### src/rtl/cfgchk_pkg.sv
package cfgchk_pkg;

   typedef enum logic [2:0] {
      SQ_HUNT  = 3'd0,
      SQ_KIND  = 3'd1,
      SQ_PAYLD = 3'd2,
      SQ_CSUM  = 3'd3,
      SQ_STOP  = 3'd4
   } seq_state_t;

   typedef enum logic [1:0] {
      ERR_NONE  = 2'b00,
      ERR_ID    = 2'b01,
      ERR_ALIGN = 2'b10,
      ERR_CSUM  = 2'b11
   } err_code_t;

   localparam logic STATUS_ADDR = 1'b0;
   localparam logic CTRL_ADDR   = 1'b1;
   localparam int   CSUM_BITS   = 8;
   localparam int   STOP_BITS   = 8;

endpackage

### src/rtl/cfgchk_seq.sv
module cfgchk_seq
   import cfgchk_pkg::*;
#(
   parameter int PAYLOAD_BITS = 64,
   parameter logic [PAYLOAD_BITS-1:0] ID_CODE = '0,
   parameter int CSUM_STYLE = 0
) (
   input  logic                    clk,
   input  logic                    rst_n,
   input  logic                    clr,
   input  logic                    halt,
   input  logic                    bit_vld,
   input  logic                    bit_in,
   output logic                    ev_id,
   output logic                    ev_align,
   output logic                    ev_csum,
   output logic                    frame_ok,
   output logic                    frame_kind,
   output logic [PAYLOAD_BITS-1:0] frame_data
);

   localparam int NBYTES = PAYLOAD_BITS / 8;
   localparam int CNT_W  = (PAYLOAD_BITS > 8) ? $clog2(PAYLOAD_BITS) : 3;
   localparam logic [CNT_W-1:0] LAST_PAY  = CNT_W'(PAYLOAD_BITS - 1);
   localparam logic [CNT_W-1:0] LAST_CSUM = CNT_W'(CSUM_BITS - 1);
   localparam logic [CNT_W-1:0] LAST_STOP = CNT_W'(STOP_BITS - 1);

   generate
      if ((PAYLOAD_BITS % 8) != 0 || PAYLOAD_BITS < 8) begin : g_bad_len
         $error("PAYLOAD_BITS must be a positive multiple of 8");
      end
      if (CSUM_STYLE < 0 || CSUM_STYLE > 1) begin : g_bad_style
         $error("CSUM_STYLE must be 0 (running) or 1 (tree)");
      end
   endgenerate

   seq_state_t              state_q;
   logic [CNT_W-1:0]        cnt_q;
   logic [PAYLOAD_BITS-1:0] pay_q;
   logic [6:0]              csr_q;
   logic                    kind_q;
   logic                    prev_zero_q;
   logic                    stop_ok_q;
   logic                    ok_q;

   logic       step;
   logic       start_seen;
   logic       last_csum;
   logic [7:0] csum_byte;
   logic [7:0] sum_now;
   logic       sum_ok;
   logic       id_ok;
   logic       good;

   assign step       = bit_vld && !halt;
   assign start_seen = (state_q == SQ_HUNT) && prev_zero_q && bit_in;
   assign last_csum  = (state_q == SQ_CSUM) && (cnt_q == LAST_CSUM);
   assign csum_byte  = {csr_q, bit_in};
   assign sum_ok     = (csum_byte == sum_now);
   assign id_ok      = !kind_q || (pay_q == ID_CODE);

   assign ev_align = step && start_seen && !stop_ok_q;
   assign ev_csum  = step && last_csum && !sum_ok;
   assign ev_id    = step && last_csum && sum_ok && !id_ok;
   assign good     = step && last_csum && sum_ok && id_ok;

   generate
      if (CSUM_STYLE == 0) begin : g_csum_run
         logic [7:0] acc_q;
         always_ff @(posedge clk) begin
            if (!rst_n || clr) begin
               acc_q <= '0;
            end else if (step && state_q == SQ_KIND) begin
               acc_q <= '0;
            end else if (step && state_q == SQ_PAYLD && cnt_q[2:0] == 3'd7) begin
               acc_q <= acc_q + {pay_q[6:0], bit_in};
            end
         end
         assign sum_now = acc_q;
      end else begin : g_csum_tree
         logic [7:0] psum [NBYTES+1];
         assign psum[0] = '0;
         for (genvar k = 0; k < NBYTES; k++) begin : g_byte
            assign psum[k+1] = psum[k] + pay_q[8*k +: 8];
         end
         assign sum_now = psum[NBYTES];
      end
   endgenerate

   always_ff @(posedge clk) begin
      if (!rst_n || clr) begin
         state_q     <= SQ_HUNT;
         cnt_q       <= '0;
         csr_q       <= '0;
         prev_zero_q <= 1'b0;
         stop_ok_q   <= 1'b1;
         ok_q        <= 1'b0;
         if (!rst_n) begin
            pay_q  <= '0;
            kind_q <= 1'b0;
         end
      end else begin
         ok_q <= good;
         if (step) begin
            unique case (state_q)
               SQ_HUNT: begin
                  prev_zero_q <= !bit_in;
                  if (start_seen && stop_ok_q) state_q <= SQ_KIND;
               end
               SQ_KIND: begin
                  kind_q  <= bit_in;
                  cnt_q   <= '0;
                  state_q <= SQ_PAYLD;
               end
               SQ_PAYLD: begin
                  pay_q <= {pay_q[PAYLOAD_BITS-2:0], bit_in};
                  if (cnt_q == LAST_PAY) begin
                     cnt_q   <= '0;
                     state_q <= SQ_CSUM;
                  end else begin
                     cnt_q <= cnt_q + CNT_W'(1);
                  end
               end
               SQ_CSUM: begin
                  csr_q <= csum_byte[6:0];
                  if (last_csum) begin
                     cnt_q     <= '0;
                     stop_ok_q <= 1'b1;
                     state_q   <= SQ_STOP;
                  end else begin
                     cnt_q <= cnt_q + CNT_W'(1);
                  end
               end
               SQ_STOP: begin
                  stop_ok_q <= stop_ok_q & bit_in;
                  if (cnt_q == LAST_STOP) begin
                     cnt_q       <= '0;
                     prev_zero_q <= 1'b0;
                     state_q     <= SQ_HUNT;
                  end else begin
                     cnt_q <= cnt_q + CNT_W'(1);
                  end
               end
               default: state_q <= SQ_HUNT;
            endcase
         end
      end
   end

   assign frame_ok   = ok_q;
   assign frame_kind = kind_q;
   assign frame_data = pay_q;

   assert_one_event_R6: assert property (@(posedge clk) disable iff (!rst_n)
      $countones({ev_id, ev_align, ev_csum}) <= 1);

   assert_frozen_idle_R6: assert property (@(posedge clk) disable iff (!rst_n)
      (halt && !clr) |=> ($stable(state_q) && $stable(cnt_q) && !ok_q));

   assert_stop_window_R1: assert property (@(posedge clk) disable iff (!rst_n)
      (state_q == SQ_STOP) |-> (cnt_q <= LAST_STOP));

endmodule

### src/rtl/cfgchk_errlat.sv
module cfgchk_errlat
   import cfgchk_pkg::*;
(
   input  logic      clk,
   input  logic      rst_n,
   input  logic      restart,
   input  logic      ev_id,
   input  logic      ev_align,
   input  logic      ev_csum,
   output err_code_t err_code,
   output logic      init_n,
   output logic      halt
);

   err_code_t err_q;
   logic      init_n_q;

   always_ff @(posedge clk) begin
      if (!rst_n || restart) begin
         err_q    <= ERR_NONE;
         init_n_q <= 1'b1;
      end else if (err_q == ERR_NONE) begin
         if (ev_csum) begin
            err_q    <= ERR_CSUM;
            init_n_q <= 1'b0;
         end else if (ev_align) begin
            err_q    <= ERR_ALIGN;
            init_n_q <= 1'b0;
         end else if (ev_id) begin
            err_q    <= ERR_ID;
            init_n_q <= 1'b0;
         end
      end
   end

   assign err_code = err_q;
   assign init_n   = init_n_q;
   assign halt     = (err_q != ERR_NONE);

   assert_sticky_code_R6: assert property (@(posedge clk) disable iff (!rst_n)
      (err_q != ERR_NONE && !restart) |=> (err_q == $past(err_q)));

   assert_restart_clears_R7: assert property (@(posedge clk) disable iff (!rst_n)
      restart |=> (err_q == ERR_NONE && init_n_q));

   assert_init_low_R5: assert property (@(posedge clk) disable iff (!rst_n)
      (err_q != ERR_NONE) |-> !init_n_q);

endmodule

### src/rtl/cfgchk_host.sv
module cfgchk_host
   import cfgchk_pkg::*;
#(
   parameter int RESTART_BIT = 0
) (
   input  logic       host_wr,
   input  logic       host_addr,
   input  logic [7:0] host_wdata,
   input  err_code_t  err_code,
   output logic [7:0] host_rdata,
   output logic       restart_req
);

   generate
      if (RESTART_BIT < 0 || RESTART_BIT > 7) begin : g_bad_bit
         $error("RESTART_BIT must select a bit of the 8-bit control word");
      end
   endgenerate

   logic wdata_unused;
   assign wdata_unused = ^host_wdata;

   assign restart_req = host_wr && (host_addr == CTRL_ADDR) && host_wdata[RESTART_BIT];

   always_comb begin
      host_rdata = '0;
      if (host_addr == STATUS_ADDR) host_rdata[1:0] = err_code;
   end

endmodule

### src/rtl/cfgchk_top.sv
module cfgchk_top
   import cfgchk_pkg::*;
#(
   parameter int PAYLOAD_BITS = 64,
   parameter logic [PAYLOAD_BITS-1:0] ID_CODE = 64'h3C5A_96E1_0F7B_D248,
   parameter int CSUM_STYLE = 0,
   parameter int RESTART_BIT = 0
) (
   input  logic                    clk,
   input  logic                    rst_n,
   input  logic                    bit_vld,
   input  logic                    bit_in,
   input  logic                    prog_req,
   input  logic                    host_wr,
   input  logic                    host_addr,
   input  logic [7:0]              host_wdata,
   output logic [7:0]              host_rdata,
   output logic                    init_n,
   output logic                    frame_ok,
   output logic                    frame_kind,
   output logic [PAYLOAD_BITS-1:0] frame_data
);

   err_code_t err_code;
   logic      halt;
   logic      restart;
   logic      host_restart;
   logic      ev_id;
   logic      ev_align;
   logic      ev_csum;

   assign restart = prog_req || host_restart;

   cfgchk_seq #(
      .PAYLOAD_BITS(PAYLOAD_BITS),
      .ID_CODE     (ID_CODE),
      .CSUM_STYLE  (CSUM_STYLE)
   ) seq_i (
      .clk       (clk),
      .rst_n     (rst_n),
      .clr       (restart),
      .halt      (halt),
      .bit_vld   (bit_vld),
      .bit_in    (bit_in),
      .ev_id     (ev_id),
      .ev_align  (ev_align),
      .ev_csum   (ev_csum),
      .frame_ok  (frame_ok),
      .frame_kind(frame_kind),
      .frame_data(frame_data)
   );

   cfgchk_errlat errlat_i (
      .clk     (clk),
      .rst_n   (rst_n),
      .restart (restart),
      .ev_id   (ev_id),
      .ev_align(ev_align),
      .ev_csum (ev_csum),
      .err_code(err_code),
      .init_n  (init_n),
      .halt    (halt)
   );

   cfgchk_host #(
      .RESTART_BIT(RESTART_BIT)
   ) host_i (
      .host_wr    (host_wr),
      .host_addr  (host_addr),
      .host_wdata (host_wdata),
      .err_code   (err_code),
      .host_rdata (host_rdata),
      .restart_req(host_restart)
   );

   assert_ok_without_err_R8: assert property (@(posedge clk) disable iff (!rst_n)
      frame_ok |-> (err_code == ERR_NONE && init_n));

endmodule

### config.mk
export PLATFORM = sky130hd
export DESIGN_NAME = cfgchk_top
export DESIGN_NICKNAME = d
export VERILOG_FILES = /design/src/rtl/cfgchk_pkg.sv /design/src/rtl/cfgchk_seq.sv /design/src/rtl/cfgchk_errlat.sv /design/src/rtl/cfgchk_host.sv /design/src/rtl/cfgchk_top.sv
export SDC_FILE = /design/constraint.sdc
export NUM_CORES = 1
export LEC_CHECK = 0
export ABC_AREA = 1
export BUFFER_PORTS_ARGS = -buffer_cell sky130_fd_sc_hd__buf_4
export CAP_MARGIN = 0
export CORE_ASPECT_RATIO = 1.5
export CORE_MARGIN = 2
export CORE_UTILIZATION = 55
export CTS_CLUSTER_SIZE = 16
export DETAILED_ROUTE_END_ITERATION = 10
export MAX_ROUTING_LAYER = met4
export PLACE_DENSITY = 0.81
export SLEW_MARGIN = 10
export SYNTH_ARGS = -nofsm -noshare
export SYNTH_HDL_FRONTEND = slang
export SYNTH_SLANG_ARGS = --single-unit
export TNS_END_PERCENT = 30
### constraint.sdc
create_clock -name clk -period 9.2 [get_ports clk]
set_input_delay 0 -clock clk [delete_from_list [all_inputs] [get_ports clk]]
set_output_delay 0 -clock clk [all_outputs]
set_load 0.005 [all_outputs]
==> reports/results.tsv, run 1 <==
metric	value	unit
core area	0.00801	sq mm
hold path start	rst_n	
Die X	78.3	um
total gr overflow	0	
Worst Hold End	seq_i.frame_kind$_SDFFCE_PP0P_	
average vias per placed instance	4.95	
Yosys cell types	41	
top cell type's share of synthesized area	42.8	%
top post-synthesis cells by count	109 x nor2_1, 108 x inv_1, 80 x nand2_1, 65 x edfxtp_1, 30 x dfxtp_1	
Die Area	0.00905	sq mm
setup TNS	0	ns
vias	3556	
Clk Latency, worst-skew pair	0.34	ns
first-pass GRT wire length	15500	um
R2R Setup Slk	7.14	ns
crit-path max cell delay	0.67	ns
switching part of the total	22.1	%
GP Congestion	0.886	
reg-to-reg startpoint	seq_i.state_q[2]$_SDFFE_PP0P_	
Seq/Total Area, Yosys	56.0	%
fin crit period	2.06	ns
H-Tree Depth	3	
Slew HR	47.8	%
Post-Syn Area per Cell	8.60	sq um
M3 GR Usage	4.28	%
Hold Path Depth	2	
RSZ-0062 raised after global routing	false	
crit share post-route	22.4	%
Area contributors post-synth	edfxtp_1 43%, dfxtp_1 13%, nor2_1 9.0%	
Yosys warning total	0	
top_reg_cell synth	edfxtp_1	
post-CTS resize count	0	
Critical Path AT	2.02	ns
worst-margin pin slew	0.783	ns
clk sink count	95	
residual DRC count	0	
Pleak	2.48	nW
Final Instance Area	0.00551	sq mm
startpoint class of the critical path	flip-flop	
CTS tree	done	
Total Power	0.910	mW
final antenna-violating net count	0	
final core occ	68.8	%
Post-Route WL	9470	um
PortBufs	76	
Comb pwr share	6.9	%
status	finished clean	
drt pass-1 iters	4	
Crit-path slowest cell	buf_4	
Hold WS	0.0179	ns
Post-DP HPWL	6760	um
Total GRT Usage	22.4	%
Iteration-0 DRC Markers	291	
clk slew on worst S/H paths	0.06	ns
Pint	0.709	mW
number of synthesized flops with an enable pin	65	
count leader, synth	nor2_1	
Cells after Synth	530	
DP Worst Slack	7.17	ns
Peak VDD IR	0.000122	V
die height	115	um
Layout area overhead	20.9	%
initial antenna violation count	0	
met1 GRT Util	25.8	%
final hold vios	0	
Setup Viol. Count Final	0	
root buffer cell	clkbuf_16	
setup slack after layout	7.14	ns
reg2reg end	seq_i.frame_data[7]$_SDFFCE_PP0P_	
switching power	0.201	mW
power density cells	165	mW/mm^2
cts hold-fix bufs	0	
vias in the first global route	3456	
placed cells	703	
clock share of power	39.7	%
CP Capture Type	flip-flop	
WL/cell	13.2	um
Slew Viols, Final	0	
Max Freq	486	MHz
crit path kind	flip-flop to flip-flop	
worst reg2reg path depth	4	
FP Rows	40	
post-route insts no fill	719	
met2 Usage GRT	39.1	%
Cell Area, Placed	0.00523	sq mm
Setup Buffers After CTS	0	
synthesized cell area	0.00456	sq mm
clk_skew	0.00595	ns
Worst EP required	9.16	ns
share of layout cells above drive strength 1	19.4	%
cells along the critical path	nor2_2, inv_2, o41ai_2, buf_4	
starting density of the core	56.9	%
gr busiest metal	met2	
sequential share of power	53.4	%
HP Class	input port to flip-flop	
pin count of the biggest net entering global routing	73	
Final nets	634	
area leader, netlist	edfxtp_1	
MaxCap Viol Count	0	
crit path max fanout	64	
Post-synth ARST share	0	%
CTS Buf Count	9	
Synth Register Bits	95	
# IOs	90	
clock tree buffer depth	2	
Inserted Diodes	0	
flip-flops by register name (all words and copies together) (netlist names):
| register | cells |
|---|---|
| seq_i.frame_data | 64 |
| seq_i.cnt_q | 6 |
| errlat_i.err_code | 2 |
| errlat_i.init_n | 1 |
| seq_i.prev_zero_q | 1 |
| seq_i.frame_kind | 1 |
| seq_i.csr_q | 7 |
| seq_i.stop_ok_q | 1 |
| seq_i.g_csum_run.acc_q | 8 |
| seq_i.state_q | 3 |
| seq_i.frame_ok | 1 |
worst max-delay path by stage:
stage | from | to | slack [ns] | depth (start not counted)
final | seq_i.state_q[2]$_SDFFE_PP0P_ | seq_i.frame_data[7]$_SDFFCE_PP0P_ | 7.14 | 4
after global routing | seq_i.state_q[2]$_SDFFE_PP0P_ | seq_i.frame_data[3]$_SDFFCE_PP0P_ | 7.01 | 4
after CTS | seq_i.state_q[2]$_SDFFE_PP0P_ | seq_i.frame_data[10]$_SDFFCE_PP0P_ | 7.14 | 4
after detailed placement | seq_i.state_q[2]$_SDFFE_PP0P_ | seq_i.frame_data[4]$_SDFFCE_PP0P_ | 7.17 | 4
after global placement | seq_i.state_q[2]$_SDFFE_PP0P_ | seq_i.frame_data[5]$_SDFFCE_PP0P_ | 7.19 | 4
after floorplan | seq_i.state_q[2]$_SDFFE_PP0P_ | seq_i.frame_data[0]$_SDFFCE_PP0P_ | 1.38 | 3
worst max-delay path: cells and delay by family, from the launching register on:
kind / cells / cell delay, ns
DFF: 1 / 0.38
buffers and inverters: 2 / 0.75
and+or+nand+nor: 1 / 0.21
AOI/OAI and AO/OA: 1 / 0.31
layout make-up:
type / count / area [sq um]
timing repair buffer: 78 / 586
sequential: 95 / 2550
clock buffer: 9 / 225
tap: 105 / 131
fill: 625 / 2490
multi-input combinational: 310 / 1520
clock inverter: 7 / 62.6
inverter: 115 / 433
placed cells by master, fill, tap and decap left out, types with 3 or more instances in the layout:
| cell type | n |
|---|---|
| nand2_1 | 80 |
| inv_1 | 108 |
| clkinv_2 | 4 |
| nand4_1 | 6 |
| edfxtp_1 | 65 |
| conb_1 | 6 |
| ha_1 | 9 |
| nand3_1 | 15 |
| dfxtp_1 | 30 |
| inv_2 | 6 |
| clkbuf_16 | 9 |
| buf_4 | 78 |
| o21ai_0 | 20 |
| nor2_1 | 109 |
| nand3_2 | 3 |
| a21oi_1 | 28 |
| nor3_1 | 3 |
power groups by stage:
stage / clock [mW] / combinational, mW / sequential, mW
6_report: 0.361 / 0.0632 / 0.486
5_1_grt: 0.384 / 0.0709 / 0.488
4_1_cts: 0.364 / 0.0639 / 0.486
3_5_place_dp: 0 / 0.0634 / 0.495
3_3_place_gp: 0 / 0.0614 / 0.494
2_1_floorplan: 0 / 0.0309 / 0.496
cell families (layout without fill, tap and decap cells):
logic type	after synthesis	count (layout)	share of synthesized area [%]
adder cells (fa/ha/maj)	10	10	2.91
AO/OA/AOI/OAI	60	60	7.25
buffers and inverters	130	209	11.3
AND/OR/NAND/NOR	231	231	21.9
other	1	6	0.0823
flip-flops	95	95	56.0
XOR/XNOR	3	3	0.577
metal layers:
metal	share of wire, %	vias to the layer above	routed length, um
met5	0	-	0
li1	-	1805	-
met3	4.8	16	459
met2	54	101	5110
met4	1.8	0	168
met1	39	1634	3730
No activity file was read; power rests on OpenSTA's default activity.
==> run 2, diff against run 1 <==
Settings changed: ABC_AREA 1 to 0.
Clock period 9.2 ns to 1.9 ns, I/O delays scaled along.
==> reports/results.tsv, run 2 <==
metric	value	unit
PortBufs	76	
first-pass GRT wire length	17400	um
clock tree buffer depth	2	
final hold vios	0	
Hold WS	0.0683	ns
drt pass-1 iters	5	
die height	113	um
reg2reg end	errlat_i.err_code[0]$_SDFFE_PP0P_	
Yosys cell types	53	
crit path kind	flip-flop to flip-flop	
Total GRT Usage	27.0	%
share of layout cells above drive strength 1	36.4	%
number of synthesized flops with an enable pin	65	
clk slew on worst S/H paths	0.07	ns
fillcell total	476	
max reg flops	64	
setup TNS	-0.309	ns
crit path max fanout	3	
Synth Register Bits	95	
Slew Viols, Final	0	
startpoint class of the critical path	flip-flop	
average vias per placed instance	5.97	
Register Area	0.00255	sq mm
reg-to-reg startpoint	seq_i.frame_data[53]$_SDFFCE_PP0P_	
MaxCap Viol Count	0	
Max Freq	495	MHz
vias	3612	
HP Class	input port to flip-flop	
R2R Setup Slk	-0.12	ns
crit share post-route	106	%
worst-margin pin slew	0.572	ns
WL/cell	19.8	um
cells along the critical path	nand4b_1, or4_4, o41ai_4, nand3_2, a22o_1	
Peak VDD IR	0.000562	V
multi-input logic area	0.00186	sq mm
# IOs	90	
CTS Buf Count	9	
Die X	76.5	um
Hold Path Depth	2	
WP buf/inv	0	
residual DRC count	0	
top cell type's share of synthesized area	45.1	%
Post-Route WL	12000	um
core area	0.00761	sq mm
Die Area	0.00862	sq mm
Cells after Synth	370	
Layout area overhead	37.4	%
post-route insts no fill	605	
GP Congestion	0.903	
Slew HR	61.5	%
status	finished, violations left	
RSZ-0062 raised after global routing	true	
highest-count cells in the layout ignoring fill and taps	130 x buf_4, 66 x and3_1, 65 x edfxtp_1	
Total Power	4.38	mW
CP Depth	5	
top post-synthesis cells by count	67 x and3_1, 65 x edfxtp_1, 30 x dfxtp_1, 30 x nor2_1, 20 x clkbuf_1	
clk sink count	95	
CP Capture Type	flip-flop	
Inserted Diodes	0	
area leader, netlist	edfxtp_1	
count leader, synth	and3_1	
final antenna-violating net count	0	
DP Worst Slack	-0.394	ns
FP Rows	39	
crit-path max cell delay	0.57	ns
Critical Path AT	2.25	ns
CTS tree	done	
Iteration-0 DRC Markers	317	
Crit-path slowest cell	or4_4	
root buffer cell	clkbuf_16	
initial antenna violation count	0	
Setup Viol. Count Final	5	
Worst Hold End	seq_i.frame_data[6]$_SDFFCE_PP0P_	
Final nets	523	
fin crit period	2.02	ns
Post-Syn Area per Cell	11.7	sq um
H-Tree Depth	3	
Clk Latency, worst-skew pair	0.34	ns
vias in the first global route	3426	
synthesized cell area	0.00433	sq mm
Seq/Total Area, Yosys	58.9	%
CP top delay family	simple AND/OR/NAND/NOR gates	
failing checks	negative setup slack	
power density cells	736	mW/mm^2
total gr overflow	0	
Worst EP required	2.13	ns
cts hold-fix bufs	0	
Area contributors post-synth	edfxtp_1 45%, dfxtp_1 14%, and3_1 9.7%	
most common cell after layout, fill and taps aside	buf_4	
Post-DP HPWL	7870	um
Post-synth ARST share	0	%
setup slack after layout	-0.119	ns
clk_skew	0.00593	ns
Pleak	2.69	nW
Yosys warning total	0	
worst reg2reg path depth	5	
placed cells	585	
top_reg_cell synth	edfxtp_1	
starting density of the core	56.9	%
pin count of the biggest net entering global routing	66	
hold path start	rst_n	
run 2: changes by cell type after synthesis, sizes merged, moves of 17 or more:
cell   previous run  this run
o21ai            24         7
inv             114         4
and3              1        67
nand2            82        14
nor2            113        30
a21oi            30         9
run 2: logic make-up (layout without fill, tap and decap cells):
logic type / Yosys count / count (layout) / synth area share, %
AOI/OAI and AO/OA: 35 / 35 / 5.46
xor gates and xnor gates: 16 / 16 / 3.24
adders and majority gates: 10 / 10 / 3.06
buffers and inverters: 31 / 159 / 3.23
DFF: 95 / 95 / 58.9
muxes: 14 / 14 / 3.24
other: 1 / 6 / 0.0866
and+or+nand+nor: 168 / 168 / 22.8
run 2: per-layer routing:
| layer | share of wire [%] | global-route usage (%) | vias up |
|---|---|---|---|
| met3 | 6.1 | 5.34 | 41 |
| met1 | 38 | 30.5 | 1755 |
| met4 | 3.6 | 13.1 | 0 |
| li1 | - | - | 1642 |
| met5 | 0 | - | - |
| met2 | 53 | 45.8 | 174 |
run 2: how the worst max path moves through the flow:
stage | start | end | slack, ns
3_3_place_gp | seq_i.frame_data[4]$_SDFFCE_PP0P_ | errlat_i.err_code[0]$_SDFFE_PP0P_ | -0.45
6_report | seq_i.frame_data[53]$_SDFFCE_PP0P_ | errlat_i.err_code[0]$_SDFFE_PP0P_ | -0.12
4_1_cts | seq_i.frame_data[4]$_SDFFCE_PP0P_ | errlat_i.err_code[0]$_SDFFE_PP0P_ | -0.06
5_1_grt | seq_i.frame_data[36]$_SDFFCE_PP0P_ | errlat_i.err_code[0]$_SDFFE_PP0P_ | -0.15
2_1_floorplan | seq_i.cnt_q[1]$_SDFFE_PP0P_ | seq_i.state_q[2]$_SDFFE_PP0P_ | -0.04
3_5_place_dp | seq_i.frame_data[4]$_SDFFCE_PP0P_ | errlat_i.err_code[0]$_SDFFE_PP0P_ | -0.39
run 2: stage by stage:
| step | util, % | instance area [sq um] |
|---|---|---|
| 2_1_floorplan | - | 4390 |
| 4_1_cts | 76.4 | 5820 |
| 6_report | 78.2 | 5950 |
| 3_3_place_gp | 72.2 | 5490 |
| 5_1_grt | 78.2 | 5950 |
| 3_5_place_dp | 72.2 | 5490 |
run 2: final cells by class:
class                   instances  area share [%]
repair buffers                139            19.0
clock buffers                   9            3.78
clock inverters                 7           0.673
well taps                     102            2.14
inverters                       4           0.252
multi-input cells             249            31.2
flip-flops and latches         95            42.9
run 2: power by group:
part	internal [mW]	switching, mW
clock	0.872	0.743
sequential	2.29	0.0688
combinational	0.212	0.193
total	3.37	1.01
run 2: repair_timing:
action                                  4_1_cts  5_1_grt
endpoints found under the setup margin        6       14
buffers inserted                              0        4
pin swaps                                     6       15
resized for setup                             7       18
